--- src/rtl/divctl_pkg.sv ---
package divctl_pkg;

   typedef enum logic [1:0] {
      PS_DIV8  = 2'd0,
      PS_DIV16 = 2'd1,
      PS_DIV32 = 2'd2,
      PS_RSVD  = 2'd3
   } ps_mode_e;

   // base ratio for a mode code, zero for the reserved code
   function automatic int unsigned ps_ratio(input logic [1:0] code);
      if (code == PS_RSVD) return 0;
      return 32'd8 << code;
   endfunction

endpackage

--- src/rtl/divctl_cfg.sv ---
module divctl_cfg
   import divctl_pkg::*;
#(
   parameter int B_W      = 13,
   parameter int A_W      = 5,
   parameter int RST_MODE = 0,
   parameter int RST_B    = 1,
   parameter int RST_A    = 0
) (
   input  logic           clk,
   input  logic           rst_n,
   input  logic           load,
   input  logic [1:0]     mode_in,
   input  logic [B_W-1:0] b_in,
   input  logic [A_W-1:0] a_in,
   output logic [B_W-1:0] b_nxt,
   output logic [A_W-1:0] a_nxt,
   output logic           bad
);

   localparam int PAD_W = B_W - A_W;

   logic [1:0]     mode_q;
   logic [B_W-1:0] b_q;
   logic [A_W-1:0] a_q;
   logic [B_W-1:0] a_wide;

   assign a_wide = {{PAD_W{1'b0}}, a_in};

   always_comb begin
      bad = 1'b0;
      if (mode_in == PS_RSVD)               bad = 1'b1;
      if (32'(a_in) >= ps_ratio(mode_in))   bad = 1'b1;
      if (b_in < a_wide)                    bad = 1'b1;
      if (b_in == '0)                       bad = 1'b1;
   end

   assign b_nxt = bad ? b_q : b_in;
   assign a_nxt = bad ? a_q : a_in;

   always_ff @(posedge clk or negedge rst_n) begin
      if (!rst_n) begin
         mode_q <= 2'(RST_MODE);
         b_q    <= B_W'(RST_B);
         a_q    <= A_W'(RST_A);
      end else if (load) begin
         mode_q <= bad ? mode_q : mode_in;
         b_q    <= b_nxt;
         a_q    <= a_nxt;
      end
   end


   cfg_keep_chk: assert property (@(posedge clk) disable iff (!rst_n)
      (load && bad) |=> ($stable(b_q) && $stable(a_q) && $stable(mode_q)));


   cfg_boundary_chk: assert property (@(posedge clk) disable iff (!rst_n)
      (!load) |=> ($stable(b_q) && $stable(a_q) && $stable(mode_q)));

endmodule

--- src/rtl/divctl_main_cnt.sv ---
module divctl_main_cnt #(
   parameter int W = 13
) (
   input  logic         clk,
   input  logic         rst_n,
   input  logic         load,
   input  logic         step,
   input  logic [W-1:0] len,
   output logic [W-1:0] cnt,
   output logic         at_zero
);

   always_ff @(posedge clk or negedge rst_n) begin
      if (!rst_n)     cnt <= '0;
      else if (load)  cnt <= len - W'(1);
      else if (step)  cnt <= cnt - W'(1);
   end

   assign at_zero = (cnt == '0);


   main_step_chk: assert property (@(posedge clk) disable iff (!rst_n)
      (step && !load) |=> (cnt == $past(cnt) - W'(1)));

endmodule

--- src/rtl/divctl_swallow_cnt.sv ---
module divctl_swallow_cnt #(
   parameter int W = 5
) (
   input  logic         clk,
   input  logic         rst_n,
   input  logic         load,
   input  logic         step,
   input  logic [W-1:0] len,
   output logic [W-1:0] cnt,
   output logic         busy
);

   always_ff @(posedge clk or negedge rst_n) begin
      if (!rst_n)                    cnt <= '0;
      else if (load)                 cnt <= len;
      else if (step && cnt != '0)    cnt <= cnt - W'(1);
   end

   assign busy = (cnt != '0);


   swallow_step_chk: assert property (@(posedge clk) disable iff (!rst_n)
      (step && !load && cnt != '0) |=> (cnt == $past(cnt) - W'(1)));

endmodule

--- src/rtl/divctl_top.sv ---
module divctl_top
   import divctl_pkg::*;
#(
   parameter int B_W      = 13,
   parameter int A_W      = 5,
   parameter int RST_MODE = 0,
   parameter int RST_B    = 1,
   parameter int RST_A    = 0
) (
   input  logic           pre_clk,
   input  logic           rst_n,
   input  logic           enable,
   input  logic [1:0]     ps_mode,
   input  logic [B_W-1:0] main_val,
   input  logic [A_W-1:0] swal_val,
   output logic           mod_sel,
   output logic           fb_pulse,
   output logic           cfg_err
);

   localparam int MAX_P = 32;

   generate
      if (A_W < $clog2(MAX_P) || B_W <= A_W) begin : g_width_bad
         $error("divctl_top: swallow width too small or main width not above it");
      end
      if (RST_MODE > 2 || RST_B < 1 || RST_A > RST_B ||
          RST_A >= int'(ps_ratio(2'(RST_MODE)))) begin : g_reset_bad
         $error("divctl_top: reset setting is not a valid divide setting");
      end
   endgenerate

   logic           run;
   logic           load;
   logic           step;
   logic           main_zero;
   logic           swal_busy;
   logic [B_W-1:0] b_nxt;
   logic [A_W-1:0] a_nxt;
   logic [B_W-1:0] main_cnt;
   logic [A_W-1:0] swal_cnt;

   always_ff @(posedge pre_clk or negedge rst_n) begin
      if (!rst_n) run <= 1'b0;
      else        run <= enable;
   end

   assign load = enable && (!run || main_zero);
   assign step = enable && run && !main_zero;

   divctl_cfg #(
      .B_W(B_W), .A_W(A_W),
      .RST_MODE(RST_MODE), .RST_B(RST_B), .RST_A(RST_A)
   ) u_cfg (
      .clk(pre_clk), .rst_n(rst_n), .load(load),
      .mode_in(ps_mode), .b_in(main_val), .a_in(swal_val),
      .b_nxt(b_nxt), .a_nxt(a_nxt), .bad(cfg_err)
   );

   divctl_main_cnt #(.W(B_W)) u_main (
      .clk(pre_clk), .rst_n(rst_n), .load(load), .step(step),
      .len(b_nxt), .cnt(main_cnt), .at_zero(main_zero)
   );

   divctl_swallow_cnt #(.W(A_W)) u_swal (
      .clk(pre_clk), .rst_n(rst_n), .load(load), .step(step),
      .len(a_nxt), .cnt(swal_cnt), .busy(swal_busy)
   );

   assign mod_sel  = run && swal_busy;
   assign fb_pulse = run && main_zero;


   quiet_chk: assert property (@(posedge pre_clk) disable iff (!rst_n)
      (!enable) |=> (!mod_sel && !fb_pulse));


   swallow_fits_chk: assert property (@(posedge pre_clk) disable iff (!rst_n)
      run |-> (int'(swal_cnt) <= int'(main_cnt) + 1));

endmodule

--- config.mk ---
export PLATFORM = sky130hd
export DESIGN_NAME = divctl_top
export DESIGN_NICKNAME = d
export VERILOG_FILES = /design/src/rtl/divctl_pkg.sv /design/src/rtl/divctl_cfg.sv /design/src/rtl/divctl_main_cnt.sv /design/src/rtl/divctl_swallow_cnt.sv /design/src/rtl/divctl_top.sv
export SDC_FILE = /design/constraint.sdc
export NUM_CORES = 1
export LEC_CHECK = 0
export ABC_AREA = 1
export BUFFER_PORTS_ARGS = -buffer_cell sky130_fd_sc_hd__buf_2
export CAP_MARGIN = 40
export CELL_PAD_IN_SITES_DETAIL_PLACEMENT = 1
export CELL_PAD_IN_SITES_GLOBAL_PLACEMENT = 2
export CORE_AREA = 3 3 90 92
export CTS_CLUSTER_SIZE = 28
export DETAILED_ROUTE_END_ITERATION = 10
export DIE_AREA = 0 0 93 95
export PLACE_DENSITY = 0.78
export SLEW_MARGIN = 20
export SYNTH_ARGS = -nofsm -noshare
export SYNTH_HDL_FRONTEND = slang
export SYNTH_SLANG_ARGS = --single-unit
--- constraint.sdc ---
create_clock -name pre_clk -period 6.8 [get_ports pre_clk]
set_clock_uncertainty 0.15 [all_clocks]
set_input_delay 0.68 -clock pre_clk [delete_from_list [all_inputs] [get_ports pre_clk]]
set_output_delay 0.68 -clock pre_clk [all_outputs]
set_load 0.05 [all_outputs]
* After elaboration in Yosys (flattened, before gate mapping)
Cells that the tools add are included.
Storage, ports and cells: input bits 23, output and inout port bits 3, register bits after elaboration 37
Operators by class: shift operators 1, mux-type cells 11, order comparisons 2, reductions and logical operators 14, add/subtract/negate cells 3, equal/unequal tests 1
Operators with widths (count):
- two-way mux 13 bit | 3
- >= comparator 5 x 32 -> 1 bit | 1
- two-way mux 32 bit | 1
- left shift 4 x 2 -> 32 bit (first input constant) | 1
- logical NOT 13 bit | 2
- subtractor 13 x 1 -> 13 bit (second input constant) | 2
- two-way mux 5 bit | 3
- less-than comparator 13 x 5 -> 1 bit | 1
- logical AND 1 bit | 6
- nonzero test 5 bit | 1
- subtractor 5 x 1 -> 5 bit (second input constant) | 1
- two-way mux 1 bit | 4
- nonzero test 2 bit | 2
- equality test 2 bit (second input constant) | 1
- logical NOT 1 bit | 2
- logical OR 1 bit | 1

* Depth between registers and ports, before layout
depth after elaboration 10, depth in mapped cells 23, gate-level depth less buffers 22

* Hierarchy
From an unflattened synthesis, not the netlist that was laid out.
Unflattened totals: cells, all modules 460, area total of the unflattened synthesis 2995.4 µm²
By module, submodules not included:
- divctl_cfg | area each 1478.9 µm², seq. area each 451.7 µm², cells an instance 215, instances 1
- divctl_main_cnt | area each 1114.8 µm², seq. area each 325.3 µm², cells an instance 193, instances 1
- divctl_swallow_cnt | area each 341.6 µm², seq. area each 125.1 µm², cells an instance 42, instances 1
- divctl_top | area each 60.1 µm², seq. area each 25.0 µm², cells an instance 10, instances 1

* Worst setup path after synthesis
Ideal clock, no wire load.
path type input to register, start point input port ps_mode[0], end point register u_main.cnt[8], slack 3.787 ns, arrival time 2.737 ns, required time 6.524 ns, stages 21, setup time 0.126 ns, buffers on the path 1, path through inv_1 -> nand2_1 -> ha_1 -> o21ai_1 -> nand2_1 -> nand2_1 -> nand2_1 -> inv_2 -> nand2_4 -> buf_6 -> o21ai_0 -> nor2_1 -> nor2_2 -> ha_1 -> inv_1 -> nor2_4 -> nand2_1 -> nor2_2 -> nand2_1 -> nand3_1 -> o21ai_0
Between the ends: longest elaborated chain between the ends 10
Ends and longest elaborated chain:
- start, declared | RTL line divctl_top.sv:13 | input logic [1:0] ps_mode,
- equality test 2 bit | RTL line divctl_pkg.sv:12, divctl_cfg.sv:32
- two-way mux 1 bit | RTL line divctl_pkg.sv:12, divctl_cfg.sv:32
- two-way mux 32 bit | RTL line divctl_pkg.sv:13 | return 32'd8 << code;
- >= comparator 5 x 32 -> 1 bit | RTL line divctl_cfg.sv:33 | if (32'(a_in) >= ps_ratio(mode_in)) bad = 1'b1;
- two-way mux 1 bit * | RTL line divctl_cfg.sv:33
- two-way mux 1 bit * | RTL line divctl_cfg.sv:34 | if (b_in < a_wide) bad = 1'b1;
- two-way mux 1 bit * | RTL line divctl_cfg.sv:35 | if (b_in == '0) bad = 1'b1;
- two-way mux 13 bit * | RTL line divctl_cfg.sv:38 | assign b_nxt = bad ? b_q : b_in;
- subtractor 13 x 1 -> 13 bit * | RTL line divctl_main_cnt.sv:15 | else if (load) cnt <= len - W'(1);
- two-way mux 13 bit * | RTL line divctl_main_cnt.sv:15
- end signal, assigned | RTL line divctl_main_cnt.sv:15
- end signal, assigned | RTL line divctl_main_cnt.sv:16 | else if (step) cnt <= cnt - W'(1);
- end, declared | RTL line divctl_main_cnt.sv:9 | output logic [W-1:0] cnt,
Every way passes the cells marked *; elsewhere a longest branch is shown, timed or not. A chain may end at the register's enable or synchronous reset.

* Final worst setup path
start point input port enable, end point register u_main.cnt[8]
Between the ends: longest elaborated chain between the ends 3
Ends and longest elaborated chain:
- start, declared | RTL line divctl_top.sv:12 | input logic enable,
- logical AND 1 bit (2 in a row) | RTL line divctl_top.sv:49 | assign step = enable && run && !main_zero;
- nonzero test 2 bit (no line)
Parallel ways exist; a longest one is shown, timed or not.

==> metrics.md <==
| Metric | Value |
|---|---|
| HP Class | input pin to asynchronous set/reset pin |
| Post-CTS sizing | 0 |
| Mux contribution to synthesized area | 0% |
| Crit path kind | input pin to flop |
| # nets final | 410 |
| Post-synthesis cell count | 357 |
| Hpwl dp | ~5300 µm |
| Yosys reg bits | 37 |
| Gr usage total | 16.6% |
| Ant diodes | 0 |
| Slew Viols, Final | 0 |
| Total core area | 0.00729 mm² |
| Share of layout cells above drive strength 1 | 15.3% |
| TritonCTS clock tree | yes |
| Die Ht | 95 µm |
| Syn Nets | 389 |
| Most frequent cells in the layout | 84 x nand2_1, 55 x inv_1, 39 x o21ai_0 |
| Clock sinks | 37 |
| CP Max Fanout | 33 |
| Clk_lat worst skew | 290 ps |
| Tmin final | around 3600 ps |
| Antenna violations before repair | 0 |
| Via density | about 4.7 |
| Worst slew margin | roughly 45% |
| Final wirelength | 6710 µm |
| Pwr dens | ~280 mW/mm² |
| Commonest non-fill, non-tap cell in the layout | nand2_1 |
| Die width | between 90 and 100 µm |
| Global route overflow | 0 |
| Critical Path RT | between 6000 and 7000 ps |
| Final period utilization | between 50 and 60% |
| Setup TNS | 0 ps |
| Post-synthesis sequential area ratio | between 30% and 40% |
| Simple-Gate Fraction of Synth Area | about a third |
| Clock buffer depth | 2 |
| Crit. End Element | flop |
| Synth Area in XOR/XNOR | less than 1% |
| Hold buffer count at cts | 0 |
| Mapped Avg Cell Area | slightly above 7 µm² |
| Setup Buffers After CTS | 0 |
| Pin count of the biggest net entering global routing | 34 |
| Number of global-route vias before repair | 2353 |
| Reg-to-reg startpoint | u_main.cnt[2] |
| Setup violators final | 0 |
| Largest family of logic cells by synthesized area | simple AND/OR/NAND/NOR gates |
| Area Growth Syn to Fin | 10.4% |
| Routed Antenna Nets | 0 |
| # port buffers | 25 |
| I/O pin count | 26 |
| Via Count | 2266 |
| Design Power | 0.785 mW |
| Die area | roughly 0.0088 mm² |
| TritonRoute pass-1 iters | 4 |
| VDD IR-drop max | between 0.1 and 0.15 mV |
| CP startpoint kind | input pin |
| DRC violations left | 0 |
| Status | finished, final reports clean |
| Worst-Margin Slew | slightly above 800 ps |
| Crit path arrival time | 3600 ps |
| Yosys warns | 0 |
| Worst setup path start | enable |
| Starting Density | between 30% and 40% |
| Rows | 31 |
| GP Congestion | roughly 0.82 |
| Count of cell types in the netlist | 29 |
| Filler Cell Count | between 900 and 1000 |
| CTS H-tree lvls | 2 |
| Final Util | 38.5% |
| DRT iter0 DRCs | 77 |
| Compound-Gate Fraction of Synth Area | between 10% and 20% |
| First-pass GRT wire length | about 12000 µm |
| Synth Area in Adders | under 10% |
| Mapped Area | 0.00254 mm² |
| Hold Fails Final Rpt | 0 |
| P_leak | 1.46 nW |
| Root buf cell | clkbuf_8 |
| Drt wl/cell | between 10 and 15 µm |
| Clock slew at reported path FFs | roughly 80 ps |
| Max-cap violations | 0 |
| RSZ-0062 raised after global routing | no |
| Max Fclk | 279 MHz |
| Hold WS | ~100 ps |
| Clock buffer count from CTS | 5 |
==> synth_stat cells, drive strengths merged <==
cell type | instances | area [µm²]
ha | 9 | 113
nor3 | 1 | 5.00
nor2 | 45 | 206
a21o | 3 | 22.5
a21oi | 15 | 86.3
or2 | 1 | 6.26
a31oi | 3 | 18.8
nand3 | 32 | 180
dfstp | 1 | 26.3
buf | 7 | 72.6
dfrtp | 36 | 901
inv | 58 | 220
nand2 | 91 | 369
xor2 | 2 | 17.5
clkbuf | 5 | 48.8
nand3b | 4 | 30.0
nand4 | 1 | 6.26
o21ai | 43 | 215
==> per-layer routing <==
layer	up-vias	global-route usage (%)	routed length, µm
li1	1162	-	-
met1	1077	22.6	3330
met2	22	27.7	3190
met3	5	2.47	133
met4	0	4.03	58
met5	-	0	0
==> sequential cells by signal, summed over array words and instances, names as in the netlist <==
| register | flops |
|---|---|
| u_cfg.b_q | 13 |
| u_main.cnt | 13 |
| u_cfg.a_q | 5 |
| u_swal.cnt | 5 |
| run | 1 |
==> critical path, stage by stage <==
cell	delay, ps
buf_2	300
inv_1	320
a21oi_4	720
inv_4	250
nand2_1	120
inv_1	50
nor2_2	220
ha_1	210
inv_1	70
nor2_4	150
nand2_1	110
nor2_2	160
nand2_1	70
nand3_1	80
o21ai_0	80
==> power by group <==
group          internal (mW)  switching (mW)  leakage [nW]
Clock                  0.120          0.0811        0.0585
Combinational         0.0930           0.182         0.947
Sequential             0.275          0.0340         0.450
Total                  0.488           0.297          1.46
==> path summary, 6_finish.rpt <==
kind                            endpoint  cells past startpoint  slack, ps
max                        u_main.cnt[8]                     15       3210
min in group pre_clk        u_cfg.a_q[3]                      1        330
max in group asynchronous   u_cfg.b_q[0]                      2       5880
min reg2reg                 u_cfg.a_q[3]                      1        330
min                        u_cfg.b_q[11]                      1        100
max reg2reg                u_main.cnt[8]                     17       3470
==> metrics by stage <==
step	setup slack, ps	instances	area, µm²
after floorplan	3790	357	2540
after global placement	3030	469	2670
after detailed placement	2850	470	2690
after CTS	3180	478	2810
after global routing	2860	478	2810
final	3210	478	2810
==> layout make-up <==
| class | instances | area (µm²) | share of cell area, % |
|---|---|---|---|
| inverters | 58 | 220 | 7.84 |
| repair buffers | 26 | 145 | 5.17 |
| clock inverters | 1 | 30.0 | 1.07 |
| flip-flops and latches | 37 | 927 | 33.0 |
| multi-input cells | 250 | 1280 | 45.4 |
| well taps | 99 | 124 | 4.41 |
| clock buffers | 7 | 86.3 | 3.07 |
==> cells by family (layout without fill, tap and decap cells) <==
logic type	Yosys count	in the layout
AO/OA/AOI/OAI	64	64
XOR/XNOR	2	2
adder cells (fa/ha/maj)	9	9
buffers and inverters	70	92
flip-flops	37	37
AND/OR/NAND/NOR	175	175
Power figures use the tool's default switching activity.
